==> src/rtl/sma_pkg.sv <==
package sma_pkg;

  typedef struct packed {
    logic shm;
    logic rom;
  } sma_pair_t;

  // Gate each region by its window qualifier; shared memory wins when both hit.
  function automatic sma_pair_t sma_resolve(sma_pair_t upper, logic shm_win_ok,
                                            logic rom_win_ok);
    sma_pair_t r;
    r.shm = upper.shm & shm_win_ok;
    r.rom = upper.rom & rom_win_ok & ~r.shm;
    return r;
  endfunction

endpackage

==> src/rtl/sma_la_compare.sv <==
module sma_la_compare
  import sma_pkg::*;
#(
  parameter int LA_W = 7
) (
  input  logic            bus16_i,
  input  logic [LA_W-1:0] la_i,
  input  logic [LA_W-1:0] shm_base_i,
  input  logic [LA_W-1:0] rom_base_i,
  output sma_pair_t       upper_o
);

  function automatic logic [LA_W-1:0] eff_upper(logic drv, logic [LA_W-1:0] la);
    return drv ? la : '0;
  endfunction

  logic [LA_W-1:0] la_eff;

  always_comb begin
    la_eff      = eff_upper(bus16_i, la_i);
    upper_o.shm = (la_eff == shm_base_i);
    upper_o.rom = (la_eff == rom_base_i);
  end

endmodule

==> src/rtl/sma_hold_stage.sv <==
module sma_hold_stage
  import sma_pkg::*;
(
  input  logic      clk,
  input  logic      rst_n,
  input  logic      bale_i,
  input  sma_pair_t live_i,
  output sma_pair_t held_o,
  output sma_pair_t eff_o
);

  always_ff @(posedge clk or negedge rst_n) begin
    if (!rst_n) begin
      held_o <= '0;
    end else if (bale_i) begin
      held_o <= live_i;
    end
  end

  // Transparent while the strobe is high, frozen once it falls.
  assign eff_o = bale_i ? live_i : held_o;

endmodule

==> src/rtl/sma_select.sv <==
module sma_select
  import sma_pkg::*;
#(
  parameter int SA_W = 3
) (
  input  sma_pair_t       eff_i,
  input  logic [SA_W-1:0] sa_i,
  input  logic [SA_W-1:0] shm_win_i,
  input  logic [SA_W-1:0] rom_win_i,
  output sma_pair_t       hit_o
);

  logic shm_win_ok, rom_win_ok;

  assign shm_win_ok = (sa_i == shm_win_i);
  assign rom_win_ok = (sa_i == rom_win_i);
  assign hit_o      = sma_resolve(eff_i, shm_win_ok, rom_win_ok);

endmodule

==> src/rtl/sma_addr_decoder.sv <==
module sma_addr_decoder
  import sma_pkg::*;
#(
  parameter int LA_W = 7,
  parameter int SA_W = 3
) (
  input  logic            clk,
  input  logic            rst_n,
  input  logic            bale_i,
  input  logic            bus16_i,
  input  logic [LA_W-1:0] la_i,
  input  logic [SA_W-1:0] sa_i,
  input  logic [LA_W-1:0] shm_base_i,
  input  logic [SA_W-1:0] shm_win_i,
  input  logic [LA_W-1:0] rom_base_i,
  input  logic [SA_W-1:0] rom_win_i,
  output logic            memcs16_n_o,
  output logic            shm_hit_o,
  output logic            rom_hit_o
);

  // Named internal events, visible to the bound checker.
  sma_pair_t upper_hit;
  sma_pair_t held_hit;
  sma_pair_t eff_hit;
  sma_pair_t sel_hit;

  sma_la_compare #(.LA_W(LA_W)) u_cmp (
    .bus16_i    (bus16_i),
    .la_i       (la_i),
    .shm_base_i (shm_base_i),
    .rom_base_i (rom_base_i),
    .upper_o    (upper_hit)
  );

  sma_hold_stage u_hold (
    .clk    (clk),
    .rst_n  (rst_n),
    .bale_i (bale_i),
    .live_i (upper_hit),
    .held_o (held_hit),
    .eff_o  (eff_hit)
  );

  sma_select #(.SA_W(SA_W)) u_sel (
    .eff_i     (eff_hit),
    .sa_i      (sa_i),
    .shm_win_i (shm_win_i),
    .rom_win_i (rom_win_i),
    .hit_o     (sel_hit)
  );

  // Only shared memory is 16 bits wide; the ROM is left 8-bit.
  assign memcs16_n_o = ~upper_hit.shm;
  assign shm_hit_o   = sel_hit.shm;
  assign rom_hit_o   = sel_hit.rom;

endmodule

==> config.mk <==
export PLATFORM = sky130hd
export DESIGN_NAME = sma_addr_decoder
export DESIGN_NICKNAME = d
export VERILOG_FILES = /design/src/rtl/sma_pkg.sv /design/src/rtl/sma_la_compare.sv /design/src/rtl/sma_hold_stage.sv /design/src/rtl/sma_select.sv /design/src/rtl/sma_addr_decoder.sv
export SDC_FILE = /design/constraint.sdc
export NUM_CORES = 1
export LEC_CHECK = 0
export BUFFER_PORTS_ARGS = -buffer_cell sky130_fd_sc_hd__buf_4
export CORE_AREA = 2 2 39 41
export DETAILED_ROUTE_END_ITERATION = 7
export DIE_AREA = 0 0 41 43
export PLACE_DENSITY = 0.78
export SLEW_MARGIN = 20
export SYNTH_ARGS = -nofsm -noshare
export SYNTH_HDL_FRONTEND = slang
export SYNTH_SLANG_ARGS = --single-unit
==> constraint.sdc <==
create_clock -name clk -period 2.6 [get_ports clk]
set_input_delay 0 -clock clk [delete_from_list [all_inputs] [get_ports clk]]
set_output_delay 0 -clock clk [all_outputs]
set_load 0.05 [all_outputs]
==> impl_metrics.tcl <==
set metrics [dict create \
    io_pins 37 \
    power_w 0.0002056 \
    netlist_instances 67 \
    status "completed" \
    regMostFlops "u_hold.held_o" \
    vias_per_cell 5.388 \
    root_buffer "clkbuf_4" \
    finalWirelength_um 1425 \
    dr.pass1.iters 4 \
    setup_viol_count_final 0 \
    die_w_um 41 \
    crit_arrival_ns 1.66 \
    port_buffers 36 \
    critPathMaxFanout 19 \
    drc 0 \
    antenna_found_initial 0 \
    path_clk_slew_ns 0.03 \
    synth_seq_area_share 0.09877 \
    synthArstFlopShare 1.000 \
    crit_required_ns 2.60 \
    hold_violations 0 \
    rows 14 \
    synth.area.top_cells "xnor2_1 (10%), xor2_1 (10%), dfrtp_1 (9.9%)" \
    cp_num_cells 7 \
    min-delay-path-class "in -> reg" \
    ir_worst_vdd_uv 176.8 \
    slew-limit-headroom 0.8146 \
    design_area_um2 814.5 \
    regToRegSetupSlack_ns 1.96 \
    report.final.slew_viol_count 0 \
    grt_use_total 0.1817 \
    postRouteAntennaNets 0 \
    synth_top_area_cell "xnor2_1" \
    yosysWarnings 0 \
    nets 141 \
    cp_num_buf_inv 2 \
    first_iter_violations 18 \
    cts.repair.resized 0 \
    max_stage_delay_ns 0.56 \
    largest_reg_flops 2 \
    grt_overflow 0 \
    final_util 0.5886 \
    clkLatencyLatePin_ns 0.23 \
    crit_path_end_kind "output port" \
    area_growth_pct 60.74 \
    die_h_um 43 \
    cts_tree "built" \
    design.core.area_um2 1384 \
    clkSinkCount 2 \
    synth_commonest_cells "o21ai_0 (6), xnor2_1 (6), xor2_1 (6)" \
    ys_types 29 \
    ys_seq_elements 2 \
    avgSynthCellArea_um2 7.563 \
    synth_top_area_share 0.1037 \
    crit_path_start_kind "input port" \
    worstPathCellList "buf_4 > nor3_2 > a31oi_1 > or4_4 > o32ai_4 > o2111a_1 > buf_4" \
    worst_slew_pin_slew_ns 0.2744 \
    grt_pass1_vias 554 \
    cellPowerDensity_nw_per_um2 252.4 \
    clock_skew_ns 0 \
    finalSetupTns_ns 0 \
    min_period_over_period 0.6368 \
    grt_pass1_wl_um 2173 \
    fmax_ghz 0.6039 \
    htreeDepth 1 \
    syn_nets 101 \
    hold_depth 2 \
    place_area_um2 782.0 \
    start_util 0.3662 \
    fin_crit_ns 1.656 \
    synth_area_um2 506.7 \
    post_drt_wl_per_cell_um 11.78 \
    critPathMostFrequentCell "buf_4" \
    vias 652 \
    grt_max_degree 20 \
    crit_family "simple AND/OR/NAND/NOR gates" \
    crit_slowest_cell "or4_4" \
    diodes 0 \
    synthFlopType "dfrtp_1" \
    fill_cells 129 \
    reg.largest.list "u_hold.held_o x2" \
    clockBufferDepth 2 \
    r2r_cells 2 \
    maxCapViolCount 0 \
    drive_above_1_share 0.4095 \
    rsz0062_at_grt "no" \
    critPathKind "in -> out" \
    synth_edf_count 0 \
    cts_buffers 3 \
    place_congestion 0.8132 \
    die-area_um2 1763 \
    p_leak_nw 0.3491 \
    dp_hpwl_um 1153 \
]
per-stage QoR:
step	worst slack (ns)	hold WS (ns)	instances
after floorplan	0.9512	-0.2956	67
after global placement	0.9699	-0.2173	117
after detailed placement	0.9359	-0.2163	117
after CTS	0.9300	0.01909	121
after global routing	0.8688	0.02252	121
final	0.9442	0.02141	121
placed cells by master (no fill, tap or decap):
| cell type | instances |
|---|---|
| dfrtp_1 | 2 |
| nand4b_1 | 2 |
| nand2b_1 | 3 |
| o2111a_1 | 1 |
| nand4_1 | 3 |
| or2_2 | 1 |
| nor3_1 | 1 |
| nand2_1 | 5 |
| inv_1 | 2 |
| o21ai_0 | 6 |
| a31oi_1 | 1 |
| nor2_1 | 5 |
| a21boi_0 | 1 |
| xor2_1 | 6 |
| a22o_1 | 1 |
| o22ai_1 | 2 |
| a21oi_1 | 3 |
| o32ai_4 | 1 |
| nor4bb_1 | 3 |
| nand3_1 | 4 |
| mux2i_1 | 1 |
| a31o_1 | 1 |
| clkbuf_4 | 3 |
| or4_4 | 1 |
| a22oi_1 | 1 |
| dlygate4sd3_1 | 1 |
| nor3_2 | 1 |
| a32oi_1 | 1 |
| buf_4 | 36 |
| xnor2_1 | 6 |
power by group:
part / switching, W / leakage [nW] / internal (W)
sequential: 0.0000000606 / 0.0279 / 0.0000317
combinational: 0.0000446 / 0.307 / 0.0000582
clock: 0.0000201 / 0.0138 / 0.0000510
routing by layer:
layer  part of all wire  GRT usage  vias to the layer above
li1                   -          -                      329
met5                  0          0                        -
met4              0.020     0.1000                        0
met3              0.070    0.04712                        4
met1               0.40     0.2058                      291
met2               0.51     0.2906                       28
final timing paths:
path / from / end
worst min-delay path: bale_i / u_hold.held_o[0]
worst max-delay path: bus16_i / rom_hit_o
max in group asynchronous: rst_n / u_hold.held_o[1]
worst max register to register: u_hold.held_o[0] / u_hold.held_o[0]
worst min register to register: u_hold.held_o[1] / u_hold.held_o[1]
min in group asynchronous: rst_n / u_hold.held_o[0]
cell families (layout without fill, tap and decap cells):
family	count (synthesis)	count (layout)	share of synthesized area
AND/OR/NAND/NOR	29	29	0.3457
flip-flops	2	2	0.09877
multiplexers	1	1	0.01975
buffers and inverters	4	42	0.04444
XOR/XNOR	12	12	0.2074
AO/OA/AOI/OAI	19	19	0.2840
layout make-up:
class	instances	area, µm²	area share
multi-input combinational	61	434.2	0.5330
timing repair buffer	37	280.3	0.3441
sequential	2	50.05	0.06144
clock buffer	3	22.52	0.02765
tap	16	20.02	0.02458
inverter	2	7.507	0.009217
timing repair:
action                                 CTS  global route
endpoints found under the hold margin    2             0
setup buffers                            0             0
hold buffers                             1             0
(Power assumes the default switching activity.)
